`src/rtl/sc_irq_pkg.sv`:
```
package sc_irq_pkg;

  // Next value of one sticky flag: an event outranks a clear.
  function automatic logic flag_next(logic cur, logic clr, logic evt);
    return evt | (cur & ~clr);
  endfunction

  // Event detector for one status line.
  function automatic logic sense_hit(logic cur, logic prev, logic level, logic falling);
    logic hit;
    if (falling)    hit = prev & ~cur;
    else if (level) hit = cur;
    else            hit = cur & ~prev;
    return hit;
  endfunction

endpackage

```
`src/rtl/sc_irq_edge_sense.sv`:
```
module sc_irq_edge_sense
  import sc_irq_pkg::*;
#(
  parameter int unsigned WIDTH   = 3,
  parameter bit          FALLING = 1'b0
) (
  input  logic             clk,
  input  logic             rst,
  input  logic [WIDTH-1:0] sig,
  input  logic [WIDTH-1:0] level_mode,
  output logic [WIDTH-1:0] evt
);

  logic [WIDTH-1:0] prev_q;

  always_ff @(posedge clk) begin
    if (rst) prev_q <= '0;
    else     prev_q <= sig;
  end

  for (genvar i = 0; i < WIDTH; i++) begin : g_bit
    assign evt[i] = sense_hit(sig[i], prev_q[i], level_mode[i], FALLING);

    if (FALLING) begin : g_fall
      // a completion event can only appear once the active flag is low
      p_fall_low_r4: assert property (@(posedge clk) disable iff (rst)
        evt[i] |-> !sig[i]);
      // a rising active flag never produces an event
      p_rise_quiet_r4: assert property (@(posedge clk) disable iff (rst)
        (sig[i] && !$past(sig[i])) |-> !evt[i]);
    end else begin : g_rise
      // events only while the status line is high
      p_hit_high_r2: assert property (@(posedge clk) disable iff (rst)
        evt[i] |-> sig[i]);
      // level mode fires every cycle the line is high
      p_level_follow_r3: assert property (@(posedge clk) disable iff (rst)
        (level_mode[i] && sig[i]) |-> evt[i]);
    end
  end

endmodule

```
`src/rtl/sc_irq_flag_bank.sv`:
```
module sc_irq_flag_bank
  import sc_irq_pkg::*;
#(
  parameter int unsigned N = 9
) (
  input  logic         clk,
  input  logic         rst,
  input  logic [N-1:0] evt,
  input  logic         clr_we,
  input  logic [N-1:0] clr_mask,
  output logic [N-1:0] flags_q
);

  logic [N-1:0] clr_hit;
  logic [N-1:0] flags_d;

  assign clr_hit = clr_we ? clr_mask : '0;

  for (genvar i = 0; i < N; i++) begin : g_flag
    assign flags_d[i] = flag_next(flags_q[i], clr_hit[i], evt[i]);

    // a set flag with no clear stays set
    p_sticky_r6: assert property (@(posedge clk) disable iff (rst)
      (flags_q[i] && !clr_hit[i]) |=> flags_q[i]);
    // an event always leaves the flag set, clear or not
    p_event_wins_r7: assert property (@(posedge clk) disable iff (rst)
      evt[i] |=> flags_q[i]);
    // a flag does not set without an event
    p_no_spurious_r6: assert property (@(posedge clk) disable iff (rst)
      (!flags_q[i] && !evt[i]) |=> !flags_q[i]);
  end

  always_ff @(posedge clk) begin
    if (rst) flags_q <= '0;
    else     flags_q <= flags_d;
  end

endmodule

```
`src/rtl/sc_irq_aggregator.sv`:
```
module sc_irq_aggregator #(
  parameter int unsigned FIFO_SRC = 3,
  parameter int unsigned DMA_SRC  = 4,
  parameter int unsigned ERR_SRC  = 2,
  localparam int unsigned NFLAG   = FIFO_SRC + DMA_SRC + ERR_SRC
) (
  input  logic                clk,
  input  logic                rst,
  input  logic [FIFO_SRC-1:0] fifo_status,
  input  logic [FIFO_SRC-1:0] level_mode,
  input  logic [DMA_SRC-1:0]  dma_active,
  input  logic [ERR_SRC-1:0]  err_strobe,
  input  logic [NFLAG-1:0]    irq_enable,
  input  logic                clr_we,
  input  logic [NFLAG-1:0]    clr_mask,
  input  logic                top_enable,
  output logic [NFLAG-1:0]    flags_o,
  output logic                irq_o
);

  logic [FIFO_SRC-1:0] fifo_evt;
  logic [DMA_SRC-1:0]  dma_evt;
  logic [NFLAG-1:0]    all_evt;
  logic [NFLAG-1:0]    live_flags;

  sc_irq_edge_sense #(.WIDTH(FIFO_SRC), .FALLING(1'b0)) u_fifo_sense (
    .clk(clk), .rst(rst), .sig(fifo_status), .level_mode(level_mode), .evt(fifo_evt)
  );

  sc_irq_edge_sense #(.WIDTH(DMA_SRC), .FALLING(1'b1)) u_dma_sense (
    .clk(clk), .rst(rst), .sig(dma_active), .level_mode({DMA_SRC{1'b0}}), .evt(dma_evt)
  );

  assign all_evt = {err_strobe, dma_evt, fifo_evt};

  sc_irq_flag_bank #(.N(NFLAG)) u_flags (
    .clk(clk), .rst(rst), .evt(all_evt), .clr_we(clr_we), .clr_mask(clr_mask),
    .flags_q(flags_o)
  );

  assign live_flags = flags_o & irq_enable;
  assign irq_o      = top_enable & (|live_flags);

  // request is gated by the top-level enable
  p_gate_r8: assert property (@(posedge clk) disable iff (rst)
    !top_enable |-> !irq_o);
  // no enabled flag set, no request
  p_mask_r8: assert property (@(posedge clk) disable iff (rst)
    ((flags_o & irq_enable) == '0) |-> !irq_o);
  // an error strobe always leaves its flag set
  p_err_latch_r5: assert property (@(posedge clk) disable iff (rst)
    err_strobe[0] |=> flags_o[FIFO_SRC+DMA_SRC]);

endmodule

```
`config.mk`:
```
export PLATFORM = sky130hd
export DESIGN_NAME = sc_irq_aggregator
export DESIGN_NICKNAME = d
export VERILOG_FILES = /design/src/rtl/sc_irq_pkg.sv /design/src/rtl/sc_irq_edge_sense.sv /design/src/rtl/sc_irq_flag_bank.sv /design/src/rtl/sc_irq_aggregator.sv
export SDC_FILE = /design/constraint.sdc
export NUM_CORES = 1
export LEC_CHECK = 0
export ABC_AREA = 1
export BUFFER_PORTS_ARGS = -buffer_cell sky130_fd_sc_hd__buf_2
export CORE_MARGIN = 2
export CORE_UTILIZATION = 38
export CTS_CLUSTER_SIZE = 20
export DETAILED_ROUTE_END_ITERATION = 10
export PLACE_DENSITY = 0.75
export SYNTH_ARGS = -nofsm -noshare
export SYNTH_HDL_FRONTEND = slang
export SYNTH_SLANG_ARGS = --single-unit
```
`constraint.sdc`:
```
create_clock -name clk -period 0.8 [get_ports clk]
set_input_delay 0.16 -clock clk [delete_from_list [all_inputs] [get_ports clk]]
set_output_delay 0.16 -clock clk [all_outputs]
set_load 0.02 [all_outputs]
```
==> results of run 1 <==
cells in the mapped netlist:
cell / instances
a21oi_1: 6
buf_4: 1
buf_6: 1
dfxtp_1: 16
inv_1: 13
nand2_1: 34
nand3_1: 1
nor2_1: 11
o21ai_0: 6
layer usage:
layer | up-vias | global-route usage, % | share of wire [%]
met1 | 337 | 18.09 | 41
met4 | 0 | 7.273 | 0.55
met2 | 24 | 32.06 | 52
met5 | - | 0 | 0
met3 | 2 | 4.082 | 6.3
li1 | 383 | - | -
worst paths after layout:
check | from | to | slack [ps]
max | u_flags.flags_q[6] | irq_o | -490
min | err_strobe[0] | u_flags.flags_q[7] | 80
max reg2reg | u_flags.flags_q[6] | u_flags.flags_q[6] | 20
min reg2reg | u_dma_sense.prev_q[0] | u_flags.flags_q[3] | 450
registers in the layout, indices dropped and copies added (netlist names):
signal / count
u_fifo_sense.prev_q: 3
u_dma_sense.prev_q: 4
u_flags.flags_q: 9
cell families (layout without fill, tap and decap cells):
group	Yosys count	after routing	share of synthesized area, %
simple gates	46	46	27.97
flops	16	16	51.51
buf+inv	15	74	10.87
compound gates	12	12	9.658
timing repair:
| item | CTS | global route |
|---|---|---|
| endpoints found under the setup margin | 10 | 13 |
| pin swaps | 5 | 8 |
| resized for setup | 28 | 13 |
| buffers inserted | 2 | 3 |
| hold endpoints to repair | 0 | 0 |
per-stage QoR:
stage	std cells	setup slack [ps]	power [mW]	TNS (ps)	hold slack (ps)
after CTS	162	-498.2	1.721	-2567	68.97
final	164	-490.1	1.740	-2655	75.66
after global placement	157	-167.7	1.202	-167.7	369.6
after detailed placement	157	-183.9	1.211	-183.9	371.1
after global routing	164	-552.3	1.830	-2989	78.17
after floorplan	89	-83.25	1.035	-83.25	239.4
power groups by stage:
stage	Sequential (mW)	Combinational (mW)	Clock (mW)
6_report	0.871	0.426	0.443
5_1_grt	0.877	0.463	0.491
4_1_cts	0.869	0.398	0.454
3_5_place_dp	0.884	0.327	0
3_3_place_gp	0.880	0.322	0
2_1_floorplan	0.926	0.110	0
layout make-up:
class,count,area [µm²]
Tap cell,16,20.02
Inverter,13,48.80
Sequential cell,16,339.1
Timing Repair Buffer,57,412.9
Clock buffer,4,26.28
Multi-Input combinational cell,58,262.8
Fill cell,141,414.1
critical path, delay by kind of cell (launching register included):
kind,cells,cell delay (ps)
buffers and inverters,2,150
DFF,1,340
and+or+nand+nor,5,350
==> summary.md, run 1 <==
The y dimension of the die was 44.45 µm; the layout cell share with drive strength beyond 1 was 54.05%. The number of cells on the worst hold path was 3. Sorting the synthesized cells by area gives the leading types as dfxtp_1, nand2_1, inv_1. The flow ran to the end, but the final reports show violations.

The average size of a mapped cell was 6.987 µm². In the final routed layout, each cell accounts on average for 10.04 µm. For this configuration, the core starts out at a cell density of 40.80%. The worst-case clock skew came out at 0.3079 ps. In this run the tightest slew margin relative to its limit is 88.00%. The leakage power of the design is 0.5983 nW. The slowest stage of the critical path is the dfxtp_2 cell.

The largest vdd supply drop came out at 0.001209 V. The tools report the share of power burned in registers as 50.1%. The clock passes through at most 2 buffers. Of all nets on the critical path, the largest fanout is 2. The smallest clock period supported by the final layout is computed as 1290 ps.

Net switching is 26.63% of the power. After detailed routing, the number of vias per cell comes to 4.549. Clock tree synthesis found a total of 16 sinks. After layout, the worst path uses 161.3% of the clock period.

The number of hold buffers added after CTS was 0. The number of placement rows is 14. The checks that failed: negative setup slack. The cell count after synthesis is 89, and the final core utilization is 72.82%. Combinational cells account for 24.5% of the total power.

For the worst flop-to-flop path, the logic depth is 4. STA classifies the critical path endpoint as a primary output. For this run the aggregate overflow at the end of global routing stands at 0. The tools report the post-route worst setup slack as -490.1 ps. The area added between synthesis and finish is 78.47%, and the data required time of the worst path is 640 ps. The critical path goes through nand2_2, nand2_2, nor2_1, nand3_1, nand2_1, inv_2, buf_6. Leaving out fill and tap cells, the most frequent cell in the layout is buf_2. The tools report the DRC violation count after routing as 0. Setup repair after global routing could not meet its margin everywhere. Counting flops and latches in the post-synthesis netlist gives 16. Cell area after layout: 1110 µm². The aggregate global-route resource usage is 17.16%, and the via count of the first global-routing pass is 676. Routability-driven placement finished with a final weighted congestion of 0.6942.

After detailed routing, the total wire length is 1.646 mm. For this run, the register share of the synthesized area comes to 51.51%. The run gives 1 as the number of levels the H-tree was split into.

The first global-routing pass estimated 2.497 mm of wire. The hold violation count in the final report was 0. The setup path with the least slack is of type reg -> out. The clock share of power is 25.5%, and the post-detailed-route count of antenna-violating nets is 0.

Max-cap violations in this run came to 0. CTS placed an instance of clkbuf_4 at the clock tree root. The cell area power density is 1567 nW/µm², and the max-slew violation count is 0. The category of the worst setup path launch point was a flip-flop. Synthesis produced a netlist with a net count of 123. The logs give 183 for the number of nets in the final layout and 0 for the number of antenna violations at the first check in global routing. The worst hold path belongs to the class in -> reg. The most repeated library cell on the critical path was nand2_2.

The clock reaches the later pin of the worst-skew pair after 280 ps. The largest total area in the synthesized netlist belongs to dfxtp_1. The largest single stage delay on the critical path is 340 ps. At the pin with the least slew margin, the transition time is 179.9 ps.

The library cells used most frequently in the layout, excluding fill and tap cells, are buf_2, nand2_1, buf_6, inv_1, nor2_1. The top-area cell type share of the netlist area is 51.51%, and the maximum achievable frequency is 775.1 MHz. The CTS clock-pin slew for the worst setup and hold paths is 100 ps.

The power spent charging and discharging nets is 0.4632 mW. Internal power comes to 1.276 mW. The number of CTS-inserted buffers was 3. During synthesis, Yosys emitted a total of 0 warnings. The first detailed-routing pass took 4 iterations. During placement, the flow inserted port buffers numbering 43. After legalization and detailed placement, the total HPWL measured 1.178 mm. The post-synthesis instance area came out at 621.8 µm². For the data arrival time of the critical path, the log shows 1130 ps.

The count of endpoints failing setup in the final report was 10; the number of top-level design ports was 44. Summing over every cut layer, the via total after detailed routing is 746. The count of distinct cell types in the synthesized netlist was 9; the placed standard-cell area was 939.7 µm². The floorplan step defined a die boundary enclosing 1976 µm².

TritonCTS built the clock tree. 0 antenna diodes ended up in the layout. The chip width works out to 44.45 µm. In this run the standard cell core region covers 1524 µm². The first-iteration detailed-routing DRC count was 7; the maximum number of pins on one net before global-route repair was 10.
Power figures use the tool's default switching activity.
==> run 2, diff against run 1 <==
- CORE_UTILIZATION: 38 -> 35
- PLACE_DENSITY: 0.75 -> 0.7
- clock period: 0.8 -> 1.3 ns (I/O delays scaled with it)
==> run 2 against run 1 <==
Against the previous run: the run still ends with negative setup slack left; via count down 9.1%; sequential share of layout area grew 5.7 points; clock skew grew 3.0 ps; first-iteration DRC count rose by 14%; setup slack improved by 400 ps.
==> summary.md, run 2 (synthesized netlist as in run 1, its figures left out) <==
The initial core utilization was 36.81% (was 40.80%). The number of placement rows came out at 15 (was 14). First element of the critical path: u_flags.flags_q[6] (unchanged). The detailed-router iteration count before antenna repair is 5 (was 4), and the CTS clock-pin slew for the worst setup and hold paths is 100 ps (about the same).

Leakage power of the design: 0.5144 nW (was 0.5983 nW). The tools report the number of clock sinks seen by CTS as 16 (unchanged). The flow ran to the end, but the final reports show violations. The ratio of routed vias to standard cells is 4.461 (was 4.549). The logs give 0 (unchanged) for the number of buffers inserted by hold repair at cts and 0 (unchanged) for the count of maximum capacitance violations. The run gives 1689 µm² (was 1524 µm²) as the area of the placeable core. The CTS root buffer is clkbuf_4 (unchanged).

Register ranked first by flip-flop count: u_flags.flags_q (unchanged). The reg-to-reg critical path endpoint is u_flags.flags_q[8] (was u_flags.flags_q[6]). For the first-iteration detailed-routing DRC count, the log shows 8 (was 7). The tools report the final cell count without fillers as 152 (was 164).

The biggest fanout along the worst timing path is 3 (was 2), and the cell area power density is 1160 nW/µm² (was 1567 nW/µm²). The max-slew violation count came out at 0 (unchanged). The detailed placement HPWL is 1.113 mm (was 1.178 mm), and the combined flip-flop and latch cell area is 325.3 µm² (was 339.1 µm²). The count of endpoints failing setup in the final report was 1 (was 10); the post-detailed-route count of antenna-violating nets was 0 (unchanged). The number of vias after detailed routing came out at 678 (was 746). The tools report the endpoint class of the critical path as a primary output (unchanged). The type of the worst setup path was reg -> out (unchanged). Number of CTS-inserted buffers: 3 (unchanged).

Failing checks: negative setup slack (unchanged). The category of the worst setup path launch point is a flip-flop (unchanged). The run gives 3.267 ps (was 0.3079 ps) as the worst-case clock skew. Leading cell types in the layout, fill and taps excluded: buf_2, nand2_1, inv_1, dfxtp_1, nor2_1 (was buf_2, nand2_1, buf_6, inv_1, nor2_1).

The maximum clock insertion buffer count came out at 2 (unchanged). The number of levels the H-tree was split into was 1 (unchanged). The y dimension of the die is 46.15 µm (was 44.45 µm), and the worst reg2reg path depth is 3 (was 4). The run gives 0 (unchanged) as the aggregate global routing overflow.

The aggregate global-route resource usage was 14.92% (was 17.16%). The kind of path behind the tightest hold check was in -> reg (unchanged). The number of antenna diodes came out at 0 (unchanged). Top flop regs: u_flags.flags_q x9, u_dma_sense.prev_q x4, u_fifo_sense.prev_q x3 (unchanged).

The sum of routed wire length over all layers came out at 1.446 mm (was 1.646 mm). Routed wire length per instance: 9.513 µm (was 10.04 µm). The total power was 1.041 mW (was 1.740 mW). The via count of the first global-routing pass is 555 (was 676). The number of top-level design ports is 44 (unchanged), and the post-route worst setup slack is -85.17 ps (was -490.1 ps). The internal reg-to-reg setup slack is 560 ps (was 20 ps), and the pin slew with the least headroom to its limit is 279.6 ps (was 179.9 ps). The clock latency reported for the late side of the worst-skew pair is 290 ps (was 280 ps). The run gives 1040 ps (was 640 ps) as the data required time of the worst path. The global placer's final weighted congestion was 0.7082 (was 0.6942); the number of nets in the final layout was 170 (was 183). The tools report the DRC violation count after routing as 0 (unchanged). The number of flip-flops in the largest register works out to 9 (unchanged). The chip width is 46.15 µm (was 44.45 µm), and the area added between synthesis and finish is 44.27% (was 78.47%).

The number of antenna violations at the first check in global routing was 0 (unchanged). For the number of filler cells placed in the layout, the log shows 174 (was 141). For the maximum achievable frequency, the log shows 721.9 MHz. The layout cell share with drive strength beyond 1 works out to 39.26% (was 54.05%). Endpoint of the most critical setup path: irq_o (unchanged). The die footprint is 2130 µm² (was 1976 µm²).

The area used by multi-input combinational logic came out at 236.5 µm² (was 262.8 µm²). The logs give 0.0005569 V (was 0.001209 V) for the largest vdd supply drop and 81.36% (was 88.00%) for the max-slew headroom at the worst pin. The count of buffers from port buffering was 43 (unchanged).

The maximum number of pins on one net before global-route repair is 17 (was 10). The source of the worst register-to-register timing path is u_flags.flags_q[8] (was u_flags.flags_q[6]). The most frequent standard cell in the layout excluding fill and tap cells was buf_2 (unchanged). The run gives 147 (was 157) as the number of instances in the placed design. Setup repair after global routing could not meet its margin everywhere. The final worst-path cycle share is 106.6%.

TritonCTS built the clock tree. The first-pass GRT wire length is 2.166 mm (was 2.497 mm), and the hold violation count in the final report is 0 (unchanged). The data arrival time of the critical path was 1130 ps (about the same); the post-route minimum period was 1385 ps.
## run 2: final cells by class
class	instances	area share, %
Tap cell	17	2.371
Inverter	13	5.439
Sequential cell	16	36.26
Timing Repair Buffer	44	25.52
Clock buffer	4	4.045
Multi-Input combinational cell	58	26.36
## run 2: through the flow
step | util [%] | setup WS (ps) | TNS [ps] | hold slack [ps] | cell area [µm²]
CTS | 52.96 | -102.4 | -102.4 | 167.3 | 894.6
global route | 53.11 | -195.5 | -195.5 | 177.8 | 897.1
finish | 53.11 | -85.17 | -85.17 | 177.7 | 897.1
global placement | 49.70 | 166.1 | 0 | 432.7 | 839.6
floorplan | - | 193.5 | 0 | 339.4 | 621.8
detailed placement | 49.70 | 168.0 | 0 | 438.8 | 839.6
## run 2: how the worst min path moves through the flow
stage / cells after the start / slack, ps / start / end
2_1_floorplan: 1 / 340 / rst / u_fifo_sense.prev_q[0]
3_3_place_gp: 2 / 430 / u_dma_sense.prev_q[1] / u_flags.flags_q[4]
3_5_place_dp: 2 / 440 / u_dma_sense.prev_q[1] / u_flags.flags_q[4]
4_1_cts: 3 / 170 / err_strobe[1] / u_flags.flags_q[8]
5_1_grt: 3 / 180 / dma_active[0] / u_dma_sense.prev_q[0]
6_report: 3 / 180 / err_strobe[1] / u_flags.flags_q[8]
## run 2: layer usage
| layer | GRT usage [%] | vias up | part of all wire, % |
|---|---|---|---|
| li1 | - | 357 | - |
| met4 | 12.00 | 0 | 1.9 |
| met3 | 3.529 | 2 | 4.6 |
| met2 | 22.50 | 22 | 50 |
| met1 | 17.77 | 297 | 43 |
| met5 | 0 | - | 0 |
## run 2: worst max-delay path, cell delays in order (launching register included)
cell,delay [ps]
dfxtp_2,340
nand2_1,60
nand2_1,50
nor2_1,100
nand3_1,80
nand2_1,60
inv_1,40
buf_6,120
## run 2: where the power goes
group	switching [mW]	total [mW]	internal [mW]
logic	0.0932	0.176	0.0825
registers	0.0147	0.536	0.521
clock network	0.158	0.329	0.171
total	0.266	1.04	0.774
## run 2: repair_timing
action / in CTS / in global routing
endpoints found under the hold margin: 0 / 0
gates resized for setup: 6 / 1
buffers inserted: 1 / 0
pin swaps: 6 / 5
setup endpoints to repair: 1 / 1
